--- src/rtl/serctl_pkg.sv ---
package serctl_pkg;
  localparam int CTL_W  = 8;
  localparam int CKE_W  = 2;
  localparam int NFLAG  = 3;

  typedef struct packed {
    logic txIe;
    logic rxIe;
    logic txEn;
    logic rxEn;
    logic mpIe;
    logic tendIe;
    logic [CKE_W-1:0] cke;
  } ctlReg_t;

  typedef struct packed {
    logic accept;
    logic ferIn;
    logic oerIn;
  } rxStrobe_t;

  typedef enum logic [1:0] {
    SCK_PORT = 2'b00,
    SCK_OUT  = 2'b01,
    SCK_IN   = 2'b10
  } sckFn_t;
endpackage

--- src/rtl/serctl_ctrl.sv ---
module serctl_ctrl
  import serctl_pkg::*;
(
  input  logic             clk,
  input  logic             rst_n,
  input  logic             busWe,
  input  logic [CTL_W-1:0] busWdata,
  input  logic             frameRx,
  input  logic             mpBit,
  input  logic             frameErr,
  input  logic             overrunErr,
  output ctlReg_t          cfg,
  output rxStrobe_t        strobe
);
  ctlReg_t cfgQ;
  ctlReg_t cfgNext;
  logic    frameSeen;
  logic    mpWake;

  assign frameSeen = frameRx & cfgQ.rxEn;
  assign mpWake    = frameSeen & cfgQ.mpIe & mpBit;

  always_comb begin
    cfgNext = cfgQ;
    if (busWe) cfgNext = ctlReg_t'(busWdata);
    if (mpWake) cfgNext.mpIe = 1'b0;
  end

  always_ff @(posedge clk or negedge rst_n) begin
    if (!rst_n) cfgQ <= '0;
    else        cfgQ <= cfgNext;
  end

  assign strobe.accept = frameSeen & (~cfgQ.mpIe | mpBit);
  assign strobe.ferIn  = frameErr;
  assign strobe.oerIn  = overrunErr;
  assign cfg = cfgQ;
endmodule

--- src/rtl/serctl_dp.sv ---
module serctl_dp
  import serctl_pkg::*;
(
  input  logic      clk,
  input  logic      rst_n,
  input  ctlReg_t   cfg,
  input  rxStrobe_t strobe,
  input  logic      syncMode,
  input  logic      txEmpty,
  input  logic      txEnd,
  input  logic [NFLAG-1:0] clrVec,
  output logic [NFLAG-1:0] flagVec,
  output logic      irqTxEmpty,
  output logic      irqTxEnd,
  output logic      irqRxFull,
  output logic      irqRxErr,
  output logic      clkExternal,
  output sckFn_t    sckMode,
  output logic      clkCfgErr
);
  logic [NFLAG-1:0] setVec;

  assign setVec[0] = strobe.accept;
  assign setVec[1] = strobe.accept & strobe.ferIn;
  assign setVec[2] = strobe.accept & strobe.oerIn;

  for (genvar i = 0; i < NFLAG; i++) begin : g_flag
    always_ff @(posedge clk or negedge rst_n) begin
      if (!rst_n)         flagVec[i] <= 1'b0;
      else if (setVec[i]) flagVec[i] <= 1'b1;
      else if (clrVec[i]) flagVec[i] <= 1'b0;
    end
  end

  assign irqTxEmpty = cfg.txIe & txEmpty;
  assign irqTxEnd   = cfg.tendIe & txEnd;
  assign irqRxFull  = cfg.rxIe & flagVec[0];
  assign irqRxErr   = cfg.rxIe & (flagVec[1] | flagVec[2]);

  always_comb begin
    clkExternal = 1'b0;
    clkCfgErr   = 1'b0;
    sckMode     = SCK_PORT;
    unique case (cfg.cke)
      2'b00: sckMode = syncMode ? SCK_OUT : SCK_PORT;
      2'b01: begin
        if (syncMode) clkCfgErr = 1'b1;
        else          sckMode   = SCK_OUT;
      end
      2'b10: begin
        clkExternal = 1'b1;
        sckMode     = SCK_IN;
      end
      default: clkCfgErr = 1'b1;
    endcase
  end
endmodule

--- src/rtl/serctl_top.sv ---
module serctl_top
  import serctl_pkg::*;
(
  input  logic       clk,
  input  logic       rst_n,
  input  logic       busWe,
  input  logic [7:0] busWdata,
  output logic [7:0] busRdata,
  input  logic       syncMode,
  input  logic       frameRx,
  input  logic       mpBit,
  input  logic       frameErr,
  input  logic       overrunErr,
  input  logic       txEmpty,
  input  logic       txEnd,
  input  logic       clrRxFull,
  input  logic       clrFrameErr,
  input  logic       clrOverrun,
  output logic       rxFull,
  output logic       frameErrFlag,
  output logic       overrunFlag,
  output logic       irqTxEmpty,
  output logic       irqTxEnd,
  output logic       irqRxFull,
  output logic       irqRxErr,
  output logic       rxPinEn,
  output logic       txPinEn,
  output logic       clkExternal,
  output logic [1:0] sckMode,
  output logic       clkCfgErr
);
  ctlReg_t          cfg;
  rxStrobe_t        strobe;
  logic [NFLAG-1:0] flagVec;
  sckFn_t           sckFn;

  serctl_ctrl u_ctrl (
    .clk(clk), .rst_n(rst_n), .busWe(busWe), .busWdata(busWdata),
    .frameRx(frameRx), .mpBit(mpBit), .frameErr(frameErr),
    .overrunErr(overrunErr), .cfg(cfg), .strobe(strobe)
  );

  serctl_dp u_dp (
    .clk(clk), .rst_n(rst_n), .cfg(cfg), .strobe(strobe),
    .syncMode(syncMode), .txEmpty(txEmpty), .txEnd(txEnd),
    .clrVec({clrOverrun, clrFrameErr, clrRxFull}), .flagVec(flagVec),
    .irqTxEmpty(irqTxEmpty), .irqTxEnd(irqTxEnd), .irqRxFull(irqRxFull),
    .irqRxErr(irqRxErr), .clkExternal(clkExternal), .sckMode(sckFn),
    .clkCfgErr(clkCfgErr)
  );

  assign busRdata     = cfg;
  assign rxFull       = flagVec[0];
  assign frameErrFlag = flagVec[1];
  assign overrunFlag  = flagVec[2];
  assign rxPinEn      = cfg.rxEn;
  assign txPinEn      = cfg.txEn;
  assign sckMode      = sckFn;
endmodule

--- config.mk ---
export PLATFORM = sky130hd
export DESIGN_NAME = serctl_top
export DESIGN_NICKNAME = d
export VERILOG_FILES = /design/src/rtl/serctl_pkg.sv /design/src/rtl/serctl_ctrl.sv /design/src/rtl/serctl_dp.sv /design/src/rtl/serctl_top.sv
export SDC_FILE = /design/constraint.sdc
export NUM_CORES = 1
export LEC_CHECK = 0
export ABC_AREA = 1
export BUFFER_PORTS_ARGS = -buffer_cell sky130_fd_sc_hd__buf_2
export CELL_PAD_IN_SITES_DETAIL_PLACEMENT = 0
export CELL_PAD_IN_SITES_GLOBAL_PLACEMENT = 1
export CORE_MARGIN = 5
export CORE_UTILIZATION = 27
export CTS_CLUSTER_DIAMETER = 80
export CTS_CLUSTER_SIZE = 10
export DETAILED_ROUTE_END_ITERATION = 8
export GPL_TIMING_DRIVEN = 0
export HOLD_SLACK_MARGIN = 0.08
export PLACE_DENSITY_LB_ADDON = 0.1
export SYNTH_ARGS = -nofsm -noshare
export SYNTH_HDL_FRONTEND = slang
export SYNTH_HIERARCHICAL = 1
export SYNTH_SLANG_ARGS = --single-unit
export TNS_END_PERCENT = 30
--- constraint.sdc ---
create_clock -name clk -period 1.85 [get_ports clk]
set_clock_uncertainty 0.15 [all_clocks]
set_input_delay 0.185 -clock clk [delete_from_list [all_inputs] [get_ports clk]]
set_output_delay 0.185 -clock clk [all_outputs]
set_load 0.05 [all_outputs]
# Word level (Yosys, flattened, before mapping)
# Index checks and enable logic that the tools add are counted.
[classes] n_mux=14 eq_ne=2 n_reduce_logical=6 bitwise_logic=13
[ops] op="$mux W1" n=11
[ops] op="$and A1 B1 Y1" n=10
[ops] op="$reduce_bool A2 Y1" n=4
[ops] op="$pmux W2 S3" n=1
[ops] op="$mux W4" n=1
[ops] op="$eq A2 B1 Y1 const B" n=1
[ops] op="$eq A2 B2 Y1 const B" n=1
[ops] op="$logic_not A2 Y1" n=1
[ops] op="$or A1 B1 Y1" n=2
[ops] op="$pmux W1 S2" n=1
[ops] op="$reduce_or A2 Y1" n=1
[ops] op="$not A1 Y1" n=1
[totals] ff_bits=11 inputBits=21 wordCells=45 output_inout_bits=21

# Depth between registers and ports, before layout
[depth] ltp_word=5 mapped_depth=5 mapped_depth_nobuf=5

# By module
# The synthesis kept the hierarchy.
[by_module_without_submodules] mod="serctl_ctrl" cells_each=44 area_each_um2=362.8 seq_area_each_um2=200.2 instances=1
[by_module_without_submodules] mod="serctl_dp" cells_each=27 area_each_um2=183.9 seq_area_each_um2=75.1 instances=1
[by_module_without_submodules] mod="serctl_top" cells_each=2 area_each_um2=15.0 seq_area_each_um2=0.0 instances=1

# Worst setup path before layout
# OpenSTA, ideal clock, no wires.
[synth_timing] kind="register to output" startpoint="register u_ctrl.cfgQ (netlist bit u_ctrl/cfg[1])" endpoint="output sckMode[1]" t_arrival_ps=1792 t_required_ps=1515 n_path_buf=1 path_stages_with_launch=4 path_slack_ps=-277 cell_sequence="dfrtp_1 -> inv_1 -> nor2_1 -> buf_4"
[synth_between] elab_chain_cells=2 elab_cells_between_ends=4 cone_classes="eq/ne: 2; mux: 1; reduce/logical: 1"
[synth_rtl] element="from (decl)" line="serctl_ctrl.sv:15" source="ctlReg_t cfgQ;"
[synth_rtl] element="from (signal assigned)" line="serctl_ctrl.sv:31" source="else cfgQ <= cfgNext;"
[synth_rtl] element="$eq A2 B2 Y1, or another cell as far along" line="serctl_dp.sv:44" source="unique case (cfg.cke)"
[synth_rtl] element="$pmux W2 S3 (*)" line="serctl_dp.sv:44"
[synth_rtl] element="to (decl)" line="serctl_top.sv:29" source="output logic [1:0] sckMode,"
# Mark *: on every way between the ends. The rest lies on a longest branch, timed or not.

==> reports/metrics.cfg <==
[status]
outcome=finished, final reports clean

[critical_path]
crit_required_ns=1.91
crit_chain=inv_1 > nor2_1 > nor2_1 > nand2_1 > o21ai_0 > dlygate4sd3_1
arrival_ns=1.69
r2r_cells=6
endpoint_kind=register
path_max_fanout=3
worst_path_most_repeated_cell=nor2_1
critical_path.top_delay_family=buffers and inverters
crit_buf_inv=2
critPathKind=register to register
cp_slowest_cell=dlygate4sd3_1
path_depth=6
slowest_delay_ns=0.56
crit_path_start_kind=register

[finish]
area_growth_pct=85.08
n_antenna_cell=0
nNetsFinal=159
fillCellCount=203
multi_input_area_sq_um=198.9
drive_gt1_share_pct=37.96
seqCellArea_sq_um=275.3

[sta]
fmax_mhz=614.5
hold_viol_final=0
finalCritPeriodShare_pct=87.97
min_period_ns=1.627
setup-tns-final_ns=0
setup-violations-final=0
rsz0062_at_grt=false
worstMarginPinSlew_ns=0.2609
maxSlewViolCount=0
relSlewSlack_pct=82.61

[cts]
cts_tree=yes
clk_pin_slew_ns=0.07
cts_buffers=3
h-tree-depth=1
cts_resized=0
clock_latency_ns=0.27
clockBufferDepth=2
cts.sinks=11
cts_root_buf=clkbuf_4

[drt]
routed_wirelength_um=1590
drtIter0Drc=5
routed_via_density=3.945
detailedRoute.firstPassIterationCount=4
antenna_left=0
wire_per_inst_um=9.695
vias=647
drc=0

[synthesis]
yosys-top-cells-count=nand2_1, dfrtp_1, inv_1, buf_4, nor2_1
netlist_instances=73
synth_seq_cells=11
synth_nets=94
synthDistinctLibCells=13
syn_area_sq_um=561.8
synthTopCellsByArea=dfrtp_1, nand2_1, buf_4
avgSynthCellArea_sq_um=7.696
synth-main-ff-cell=dfrtp_1
ys_warn_count=6
ys_seq_area_share_pct=49.00
synth.most_common_cell=nand2_1
ys_async_sr_fraction_pct=100.0
synth_edf_count=0
yosysTopAreaCell=dfrtp_1
synth_top_area_share_pct=49.00

[min_path]
hold_class=primary input to register
holdPathStages=4

[grt]
gr-usage-met1_pct=13.21
grt_usage_pct=11.93
antenna_found_initial=0
grt_pass1_vias=670
grt_pass1_wl_um=2939
top_usage_layer=met2
gr-usage-met2_pct=19.93
met3_usage_pct=5.568
grt_max_degree=12
grt-ovfl-total=0

[power_and_ir_drop]
internal_power_uw=449.9
leakagePower_nw=0.6004
swShare_pct=41.18
vdd_drop_max_mv=0.3794
switchingPower_uw=314.9
finalPower_uw=764.8
comb_power_share_pct=41.0
power_density_mw_per_mm2=735.6
seq_power_share_pct=37.0
pwr-share-clk_pct=22.0

[placement]
io_buffers=38
dpl.hpwl_um=1100
place.gp.congestion=0.6407

[run]
cap_viol_max_count=0

[floorplanning]
start_util_pct=28.35
fp.dieArea_sq_mm=0.003093
rows=16
die-width_um=55.62
core_area_sq_mm=0.001982
io_pins=42
die_h_um=55.62

timing repair:
action | in CTS | in global routing
endpoints found under the hold margin | 22 | 0
endpoints found under the setup margin | 0 | 0
setup buffers | 0 | 0
hold buffers | 22 | 0
cells in the final DEF (no fill, tap or decap):
| cell type | n |
|---|---|
| nand3_1 | 1 |
| o21ai_0 | 2 |
| nor2_4 | 1 |
| dlygate4sd3_1 | 22 |
| nor2_1 | 4 |
| clkbuf_4 | 3 |
| o21a_1 | 2 |
| nand2_1 | 31 |
| nor2_2 | 1 |
| clkbuf_1 | 1 |
| buf_2 | 38 |
| nand2_2 | 2 |
| buf_4 | 5 |
| buf_6 | 1 |
| dfrtp_1 | 11 |
| inv_1 | 10 |
| o21bai_1 | 1 |
| inv_6 | 1 |
worst register-to-register path: stages, from the launching register on:
cell and delay (ns):
dfrtp_1 0.39, inv_1 0.09, nor2_1 0.04, nor2_1 0.19, nand2_1 0.08, o21ai_0 0.07, dlygate4sd3_1 0.56
stage by stage:
stage	util [%]	worst slack (ns)	hold WS [ns]	instance area, sq um	std cells
after floorplan	-	0.1318	-0.2606	569.3	73
after global placement	40.03	0.6016	-0.07226	793.3	138
after detailed placement	40.03	0.5895	-0.07360	793.3	138
after CTS	52.46	0.2335	0.08174	1040	164
after global routing	52.46	0.08276	0.08978	1040	164
final	52.46	0.2225	0.08583	1040	164
cell type report:
cell class	instances	share of cell area (%)
timing repair buffer	60	39.47
sequential	11	26.47
multi-input combinational	45	19.13
buffer	6	4.693
inverter	11	4.452
tap	27	3.249
clock buffer	4	2.527
layer usage:
layer | up-vias | share of wire [%]
li1 | 340 | -
met1 | 281 | 41
met2 | 24 | 48
met3 | 2 | 9.7
met4 | 0 | 0.94
met5 | - | 0
state kept, by name, indices dropped and copies added (netlist names):
| name | count |
|---|---|
| u_ctrl/cfg | 8 |
| u_dp/flagVec | 3 |
path summary, 6_finish.rpt:
| kind | from | endpoint | slack [ns] |
|---|---|---|---|
| max | u_ctrl/cfg[3] | u_dp/flagVec[2] | 0.22 |
| min | mpBit | u_ctrl/cfg[3] | 0.09 |
| max reg2reg | u_ctrl/cfg[3] | u_dp/flagVec[2] | 0.22 |
| min reg2reg | u_ctrl/cfg[2] | u_ctrl/cfg[2] | 0.35 |
| max in group asynchronous | rst_n | u_dp/flagVec[1] | 1.19 |
| min in group asynchronous | rst_n | u_ctrl/cfg[7] | 0.16 |
kinds of logic (layout without fill, tap and decap cells):
family / after synthesis / count (layout) / share of synthesized area [%]
DFF: 11 / 11 / 49.00
buffers and inverters: 17 / 81 / 16.93
and+or+nand+nor: 40 / 40 / 28.28
AOI/OAI and AO/OA: 5 / 5 / 5.790
power groups by stage:
stage	sequential (mW)	combinational [mW]	clock, mW
finish	0.283	0.314	0.168
global route	0.288	0.337	0.189
CTS	0.283	0.316	0.180
detailed placement	0.288	0.279	0
global placement	0.287	0.277	0
floorplan	0.364	0.128	0
No activity file was read; power rests on OpenSTA's default activity.
